[src/rtl/nvb_pkg.sv]
package nvb_pkg;

    typedef enum logic [1:0] {
        SEL_CTRL    = 2'd0,
        SEL_DATA    = 2'd1,
        SEL_ADDR_LO = 2'd2,
        SEL_ADDR_HI = 2'd3
    } reg_sel_e;

    localparam int CTL_RD   = 0;
    localparam int CTL_WR   = 1;
    localparam int CTL_ARM  = 2;
    localparam int CTL_BUSY = 3;

    typedef struct packed {
        logic rd;
        logic wr;
        logic arm;
    } ctl_req_t;

    typedef struct packed {
        logic rd_go;
        logic wr_go;
        logic wr_done;
    } op_evt_t;

    function automatic int cnt_width(input int n);
        return (n < 1) ? 1 : $clog2(n + 1);
    endfunction

    function automatic int max2(input int a, input int b);
        return (a > b) ? a : b;
    endfunction

endpackage

[src/rtl/nvb_regs.sv]
module nvb_regs
    import nvb_pkg::*;
#(
    parameter int ADDR_W = 9,
    parameter int DATA_W = 8
) (
    input  logic              clk,
    input  logic              rst,
    input  logic              bus_we,
    input  logic [1:0]        bus_sel,
    input  logic [DATA_W-1:0] bus_wdata,
    input  logic              ld_data,
    input  logic [DATA_W-1:0] ld_value,
    input  logic              arm,
    input  logic              busy,
    output logic [ADDR_W-1:0] addr_q,
    output logic [DATA_W-1:0] data_q,
    output ctl_req_t          req,
    output logic [DATA_W-1:0] bus_rdata
);
    localparam int HI_W = ADDR_W - DATA_W;

    reg_sel_e sel;
    assign sel = reg_sel_e'(bus_sel);

    // Address register deliberately has no reset value
    always_ff @(posedge clk) begin
        if (bus_we && sel == SEL_ADDR_LO) addr_q[DATA_W-1:0] <= bus_wdata;
        if (bus_we && sel == SEL_ADDR_HI) addr_q[ADDR_W-1:DATA_W] <= bus_wdata[HI_W-1:0];
    end

    always_ff @(posedge clk) begin
        if (rst)                              data_q <= '0;
        else if (ld_data)                     data_q <= ld_value;
        else if (bus_we && sel == SEL_DATA)   data_q <= bus_wdata;
    end

    always_comb begin
        req     = '0;
        req.rd  = bus_we && sel == SEL_CTRL && bus_wdata[CTL_RD];
        req.wr  = bus_we && sel == SEL_CTRL && bus_wdata[CTL_WR];
        req.arm = bus_we && sel == SEL_CTRL && bus_wdata[CTL_ARM];
    end

    always_comb begin
        bus_rdata = '0;
        unique case (sel)
            SEL_CTRL: begin
                bus_rdata[CTL_ARM]  = arm;
                bus_rdata[CTL_BUSY] = busy;
            end
            SEL_DATA:    bus_rdata = data_q;
            SEL_ADDR_LO: bus_rdata = addr_q[DATA_W-1:0];
            SEL_ADDR_HI: bus_rdata[HI_W-1:0] = addr_q[ADDR_W-1:DATA_W];
        endcase
    end

endmodule

[src/rtl/nvb_seq.sv]
module nvb_seq
    import nvb_pkg::*;
#(
    parameter int RD_STALL  = 4,
    parameter int WR_STALL  = 2,
    parameter int ARM_WIN   = 4,
    parameter int WR_CYCLES = 40
) (
    input  logic     clk,
    input  logic     rst,
    input  ctl_req_t req,
    output op_evt_t  evt,
    output logic     stall,
    output logic     busy,
    output logic     arm
);
    localparam int SW = cnt_width(max2(RD_STALL, WR_STALL));
    localparam int AW = cnt_width(ARM_WIN);
    localparam int BW = cnt_width(WR_CYCLES);

    logic [SW-1:0] stall_cnt;
    logic [AW-1:0] arm_cnt;
    logic [BW-1:0] busy_cnt;
    logic          idle;

    assign stall = stall_cnt != '0;
    assign busy  = busy_cnt  != '0;
    assign arm   = arm_cnt   != '0;
    assign idle  = !stall && !busy;

    always_comb begin
        evt         = '0;
        evt.wr_go   = req.wr && !req.arm && arm && idle;
        evt.rd_go   = req.rd && !req.wr && idle;
        evt.wr_done = busy_cnt == BW'(1);
    end

    always_ff @(posedge clk) begin
        if (rst)              arm_cnt <= '0;
        else if (evt.wr_go)   arm_cnt <= '0;
        else if (req.arm)     arm_cnt <= AW'(ARM_WIN);
        else if (arm)         arm_cnt <= arm_cnt - AW'(1);
    end

    always_ff @(posedge clk) begin
        if (rst)              stall_cnt <= '0;
        else if (evt.rd_go)   stall_cnt <= SW'(RD_STALL);
        else if (evt.wr_go)   stall_cnt <= SW'(WR_STALL);
        else if (stall)       stall_cnt <= stall_cnt - SW'(1);
    end

    always_ff @(posedge clk) begin
        if (rst)              busy_cnt <= '0;
        else if (evt.wr_go)   busy_cnt <= BW'(WR_CYCLES);
        else if (busy)        busy_cnt <= busy_cnt - BW'(1);
    end

endmodule

[src/rtl/nvb_array.sv]
module nvb_array #(
    parameter int ADDR_W = 9,
    parameter int DATA_W = 8
) (
    input  logic              clk,
    input  logic              we,
    input  logic [ADDR_W-1:0] waddr,
    input  logic [DATA_W-1:0] wdata,
    input  logic [ADDR_W-1:0] raddr,
    output logic [DATA_W-1:0] rdata
);
    localparam int DEPTH = 1 << ADDR_W;

    logic [DATA_W-1:0] cells [DEPTH];

    always_ff @(posedge clk) begin
        if (we) cells[waddr] <= wdata;
    end

    assign rdata = cells[raddr];

endmodule

[src/rtl/nvb_ctrl.sv]
module nvb_ctrl
    import nvb_pkg::*;
#(
    parameter int ADDR_W    = 9,
    parameter int DATA_W    = 8,
    parameter int RD_STALL  = 4,
    parameter int WR_STALL  = 2,
    parameter int ARM_WIN   = 4,
    parameter int WR_CYCLES = 40
) (
    input  logic              clk,
    input  logic              rst,
    input  logic              bus_we,
    input  logic [1:0]        bus_sel,
    input  logic [DATA_W-1:0] bus_wdata,
    output logic [DATA_W-1:0] bus_rdata,
    output logic              cpu_stall
);
    ctl_req_t          req;
    op_evt_t           evt;
    logic              busy;
    logic              arm;
    logic [ADDR_W-1:0] addr_q;
    logic [DATA_W-1:0] data_q;
    logic [DATA_W-1:0] cell_q;
    logic [ADDR_W-1:0] pend_addr;
    logic [DATA_W-1:0] pend_data;

    nvb_regs #(.ADDR_W(ADDR_W), .DATA_W(DATA_W)) u_regs (
        .clk(clk), .rst(rst), .bus_we(bus_we), .bus_sel(bus_sel),
        .bus_wdata(bus_wdata), .ld_data(evt.rd_go), .ld_value(cell_q),
        .arm(arm), .busy(busy), .addr_q(addr_q), .data_q(data_q),
        .req(req), .bus_rdata(bus_rdata)
    );

    nvb_seq #(
        .RD_STALL(RD_STALL), .WR_STALL(WR_STALL),
        .ARM_WIN(ARM_WIN), .WR_CYCLES(WR_CYCLES)
    ) u_seq (
        .clk(clk), .rst(rst), .req(req), .evt(evt),
        .stall(cpu_stall), .busy(busy), .arm(arm)
    );

    // Write is captured on acceptance and committed when the timer ends
    always_ff @(posedge clk) begin
        if (evt.wr_go) begin
            pend_addr <= addr_q;
            pend_data <= data_q;
        end
    end

    nvb_array #(.ADDR_W(ADDR_W), .DATA_W(DATA_W)) u_array (
        .clk(clk), .we(evt.wr_done), .waddr(pend_addr), .wdata(pend_data),
        .raddr(addr_q), .rdata(cell_q)
    );

endmodule

[config.mk]
export PLATFORM = sky130hd
export DESIGN_NAME = nvb_ctrl
export DESIGN_NICKNAME = d
export VERILOG_FILES = /design/src/rtl/nvb_pkg.sv /design/src/rtl/nvb_regs.sv /design/src/rtl/nvb_seq.sv /design/src/rtl/nvb_array.sv /design/src/rtl/nvb_ctrl.sv
export SDC_FILE = /design/constraint.sdc
export NUM_CORES = 2
export LEC_CHECK = 0
export BUFFER_PORTS_ARGS = -buffer_cell sky130_fd_sc_hd__buf_2
export CAP_MARGIN = 25
export CORE_MARGIN = 1
export CORE_UTILIZATION = 40
export CTS_CLUSTER_SIZE = 30
export DETAILED_ROUTE_END_ITERATION = 8
export GPL_TIMING_DRIVEN = 0
export PLACE_DENSITY_LB_ADDON = 0.15
export REMOVE_ABC_BUFFERS = 1
export SYNTH_ARGS = -nofsm -noshare
export SYNTH_HDL_FRONTEND = slang
export SYNTH_SLANG_ARGS = --single-unit
[constraint.sdc]
create_clock -name clk -period 19.3 [get_ports clk]
set_clock_uncertainty 0.15 [all_clocks]
set_input_delay 3.86 -clock clk [delete_from_list [all_inputs] [get_ports clk]]
set_output_delay 3.86 -clock clk [all_outputs]
set_load 0.05 [all_outputs]
# Yosys cells after proc, flatten, opt, wreduce, memory -nomap -nowiden
# Memories as Yosys holds them, arrays and structs flattened.
# Cells that the tools add are included.
[word_totals] reg_bits=46 latch_bits=0 ramBits=4096 rom_bits=0 word_cells=65 mem_count=1
[classes] addsub=3 mul=0 div_mod_pow=0 order_cmp=0 n_eq_ne=4 n_shift=0 muxes=15 n_bitwise=0 reduce_logical=30
[mem_list] name="u_array.cells" depth=512 width=8 read_ports=1 rd_clocked_by_memory_dff=0 write_ports=1 line="nvb_array.sv:14" source="logic [DATA_W-1:0] cells [DEPTH];"
[ops] cell="8-bit two-way mux" count=2
[ops] cell="3-bit two-way mux" count=5
[ops] cell="1-bit logical AND" count=13
[ops] cell="6-bit two-way mux" count=2
[ops] cell="3-bit nonzero test" count=3
[ops] cell="4-bit case mux with 2 select lines" count=1
[ops] cell="2-bit nonzero test" count=4
[ops] cell="6-bit by 1-bit equality test with 1-bit output, second input constant" count=1
[ops] cell="2-bit case mux with 3 select lines" count=1
[ops] cell="6-bit nonzero test" count=1
[ops] cell="3-bit OR reduction" count=2
[ops] cell="3-bit by 1-bit subtractor with 3-bit output, second input constant" count=2
[ops] cell="6-bit by 1-bit subtractor with 6-bit output, second input constant" count=1
[ops] cell="2-bit equality test, second input constant" count=2
[ops] cell="1-bit logical NOT" count=4
[ops] cell="2-bit OR reduction" count=2
[ops] cell="1-bit case mux with 3 select lines" count=1
[ops] cell="2-bit by 1-bit equality test with 1-bit output, second input constant" count=1
[ops] cell="2-bit logical NOT" count=1
[ops] cell="1-bit two-way mux" count=2
[ops] cell="1-bit case mux with 2 select lines" count=1

# Depth between registers and ports, before layout
[depth] ltp_word=9 ltp_mapped=13 mapped_depth_nobuf=8

# By module
# Synthesis repeated with hierarchy kept, for this count alone.
[hier_totals] cells_unflattened=8202 hier_area_um2=161960.3
[modules_own_cells] module="nvb_array" instances=1 cells_each=8022 area_each_um2=159767.0
[modules_own_cells] module="nvb_regs" instances=1 cells_each=84 area_each_um2=977.2
[modules_own_cells] module="nvb_seq" instances=1 cells_each=79 area_each_um2=705.7
[modules_own_cells] module="nvb_ctrl" instances=1 cells_each=17 area_each_um2=510.5

# Least setup slack after synthesis
# OpenSTA, ideal clock, no wires.
[synth_timing] path_kind="input -> output" from="input bus_sel[0]" to="output bus_rdata[1]" t_arrival_ns=5.143 setup_slack_ns=10.147 stages=5 path_buffers=1 cell_sequence="inv_1 > ha_1 > clkbuf_1 > a22oi_1 > nor2b_1"
[synth_between] elab_chain_cells=2 word_cells_on_any_way=3 classes_between="eq/ne: 2; mux: 1"
[synth_lines] item="from (decl)" line="nvb_ctrl.sv:14" source="input logic [1:0] bus_sel,"
[synth_lines] item="2-bit equality test / 2-bit by 1-bit equality test with 1-bit output (equally long branches)" line="nvb_regs.sv:47" source="unique case (sel)"
[synth_lines] item="1-bit case mux with 2 select lines *" line="nvb_regs.sv:47"
[synth_lines] item="to (decl)" line="nvb_ctrl.sv:16" source="output logic [DATA_W-1:0] bus_rdata,"
# Mark *: on every way between the ends. The rest lies on a longest branch, timed or not.

# Final worst setup path
[layout_timing] from="input bus_sel[0]" to="output bus_rdata[3]"
[layout_between] elab_chain_cells=2 word_cells_on_any_way=4 classes_between="eq/ne: 2; mux: 1; reduce/logical: 1"
[layout_lines] item="2-bit equality test, or another cell as far along" line="nvb_regs.sv:47"
[layout_lines] item="2-bit case mux with 3 select lines *" line="nvb_regs.sv:47"
# Marked as above.

==> out/qor.yml <==
sta:
  hold_viol: 0
  rsz0062_at_grt: "no"
  tightestPinTransition_ps: 1220
  fin_tns_setup_ps: 0
  fin_crit_ps: 9090
  fmax_ghz: 0.110
  setup_viol: 0
  slew_headroom: 0.184
  setup_ws_ps: 10210
  post-route-period-util: 0.471
  maxSlewViolCount: 0
pwr:
  seqPwrFrac: 0.522
  p_leak_nw: 59.6
  ir_worst_vdd_mv: 0.0752
  clockPowerShare: 0.431
  internal-power_mw: 14.8
  power_switching_mw: 3.97
  power_density_nw_per_um2: 98.5
  sw_frac_of_total: 0.212
  combPwrFrac: 0.048
synth:
  synth_top_family_by_area: "multiplexers"
  ys_top_cells_by_area: "edfxtp_1 77%, mux4_2 16%, nor2_1 1.3%"
  yosysSeqAreaShare: 0.773
  synthCells: 7217
  synth.area.mux_share: 0.167
  yosysTopAreaCellShare: 0.770
  syn_area_per_cell_um2: 22.3
  synthAdderAreaFrac: 0.000934
  yosysUniqueCellTypes: 70
  synth_top_cell_by_area: "edfxtp_1"
  synth_ff_type: "edfxtp_1"
  synth_simple_gate_area_frac: 0.0236
  yosysWarnings: 0
  synth_edf_count: 4122
  ys_seq_elements: 4142
  synth_compound_area_frac: 0.0177
  post_synth_xor_area_fraction: 0.000272
  syn_area_um2: 161000
  synthArstFlopShare: 0
status:
  run_status: "finished, final reports clean"
placed_design:
  gp_congestion: 0.751
  io_buffers: 21
  dp.cells: 12500
  dp_hpwl_um: 303000
  place_ws_ps: 10230
floorplanning:
  core_um2: 400000
  start_util: 0.402
  ios: 22
  dieHeight_um: 636
  die_w_um: 636
  num_rows: 232
  die_area_um2: 404000
grt:
  grt_pass1_vias: 79100
  antenna_found_initial: 25
  grtUsageTotal: 0.220
  grt_max_degree: 105
  grt_pass1_wl_um: 630000
  overflow: 0
setup_path:
  ff2ff_setup_slack_ps: 13380
  critPathLaunch: "bus_sel[0]"
  crit_fanout: 9
  worstSetupEndpoint: "bus_rdata[3]"
  worstSetupPathType: "in2out"
  cp-start-kind: "primary input"
  endpoint_kind: "output pin"
  r2r_start: "u_regs.addr_q[0]"
  reg2regPathDepth: 21
  cp_data_arrival_time_ps: 5080
  worst_r2r_endpoint: "u_regs.data_q[3]"
  critical_path_required_ps: 15290
clock_tree:
  clockBufferDepth: 4
  postCtsHoldBufs: 0
  h-tree-depth: 5
  cts_buffers: 428
  postCtsSetupRepairBufs: 0
  cts_root_buf: "clkbuf_16"
  cts_resized: 0
  cts_sinks: 4142
  path_clk_slew_ps: 60
  cts_tree: "yes"
  insertion_delay_ps: 970
final_layout:
  final_cells: 13300
  final_layout_size_suffix_gt1_frac: 0.281
  n_fill_cell: 32200
  nNetsFinal: 7723
  postLayoutCoreUtil: 0.476
  syn2layout_area_growth_pct: 18.5
drt:
  drt_iter0_drc: 8340
  dr.pass1.iters: 6
  vias_per_cell: 5.79
  ant_nets: 0
  num_vias: 77200
  drcViolationCount: 0
  wl_um: 449000
  avgRoutedWirePerCell_um: 33.7
worst_hold_path:
  hp-class: "reg2reg"
run:
  drv_cap: 0
## flip-flops by register name (all words and copies together), names as in the netlist
name	cells
u_regs.addr_q	9
u_seq.arm_cnt	3
u_regs.data_q	8
pend_addr	9
u_seq.busy_cnt	6
pend_data	8
u_array.cells	4096
u_seq.stall_cnt	3
## logic make-up (layout without fill, tap and decap cells)
group	count (synthesis)	in the layout
DFF	4142	4142
xor gates and xnor gates	5	5
and+or+nand+nor	931	931
buffers and inverters	456	1289
adders and majority gates	12	12
other	0	8
muxes	1289	1289
AOI/OAI and AO/OA	382	382
## worst max-delay path: stages
cell	delay (ps)
buf_2	120
inv_1	80
ha_1	310
a222oi_1	410
nor2_1	70
buf_2	220
## power by group through the flow
stage	registers, mW	logic (mW)	clock network (mW)
CTS	9.79	0.910	8.21
finish	9.79	0.898	8.08
global route	9.78	0.936	8.52
floorplan	10.1	0.995	0
global placement	10.2	1.60	0
detailed placement	9.98	0.907	0
## synth_stat cells, drive strengths merged (5+ instances only)
| library cell | number |
|---|---|
| edfxtp | 4122 |
| mux4 | 1116 |
| nor2 | 571 |
| buf | 247 |
| nand2 | 220 |
| clkbuf | 191 |
| mux2i | 169 |
| a22oi | 68 |
| a21oi | 52 |
| a32oi | 49 |
| nand3 | 43 |
| o221ai | 42 |
| o22ai | 39 |
| o21ai | 21 |
| dfxtp | 20 |
| nor3 | 20 |
| inv | 18 |
| a31oi | 15 |
| a22o | 14 |
| nor2b | 14 |
| o211ai | 14 |
| ha | 12 |
| a211o | 11 |
| and2 | 11 |
| nand4 | 10 |
| nor4 | 10 |
| a2111oi | 8 |
| a211oi | 6 |
| a31o | 6 |
| and3 | 6 |
| nand2b | 6 |
| or3 | 6 |
| a2bb2oi | 5 |
| nor3b | 5 |
## layout by cell type (no fill, tap or decap), drive strengths merged, types with 6 or more instances in the layout
| cell | count |
|---|---|
| and2 | 11 |
| a22o | 14 |
| a31oi | 15 |
| and3 | 6 |
| nand3 | 43 |
| bufinv | 35 |
| nor4 | 10 |
| nand4 | 10 |
| a31o | 6 |
| nor2b | 14 |
| clkinvlp | 11 |
| edfxtp | 4122 |
| o21ai | 21 |
| o211ai | 14 |
| nor2 | 571 |
| ha | 12 |
| dfxtp | 20 |
| diode | 8 |
| clkbuf | 521 |
| or3 | 6 |
| clkinv | 206 |
| mux2i | 169 |
| a21oi | 52 |
| a211oi | 6 |
| mux4 | 1116 |
| buf | 489 |
| nand2b | 6 |
| o22ai | 39 |
| inv | 27 |
| nand2 | 220 |
| nor3 | 20 |
| a211o | 11 |
| o221ai | 42 |
| a22oi | 68 |
| a32oi | 49 |
| a2111oi | 8 |
## per-stage QoR
step / area [µm²] / hold WS, ps / power (mW)
3_5_place_dp: 177000 / 323 / 10.9
5_1_grt: 190000 / 342 / 19.2
4_1_cts: 190000 / 336 / 18.9
3_3_place_gp: 165000 / 327 / 11.8
2_1_floorplan: 158000 / 281 / 11.1
6_report: 190000 / 327 / 18.8
## how the worst min path moves through the flow
stage                           startpoint  slack [ps]  depth (start not counted)            to
final                     u_regs.data_q[0]         330                          0  pend_data[0]
after global routing      u_regs.data_q[0]         340                          0  pend_data[0]
after CTS                 u_regs.data_q[0]         340                          0  pend_data[0]
after detailed placement  u_regs.data_q[0]         320                          0  pend_data[0]
after global placement    u_regs.data_q[0]         330                          0  pend_data[0]
after floorplan           u_regs.data_q[1]         280                          0  pend_data[1]
## layout make-up
type / instances / area [µm²] / share of cell area
well taps: 5265 / 6590 / 0.0346
diodes: 8 / 20.0 / 0.000105
clock buffers: 521 / 11300 / 0.0594
flip-flops and latches: 4142 / 124000 / 0.652
clock inverters: 261 / 2230 / 0.0117
multi-input cells: 2619 / 34000 / 0.178
repair buffers: 489 / 12000 / 0.0633
inverters: 18 / 86.3 / 0.000453
## metal layers
layer	track usage	vias up	wire, µm
met5	0	-	44
met4	0.0682	6	15800
met3	0.0339	637	28300
met2	0.358	2682	217000
met1	0.308	42300	187000
li1	-	31600	-
Note: power is estimated with default switching activity, not from simulation.
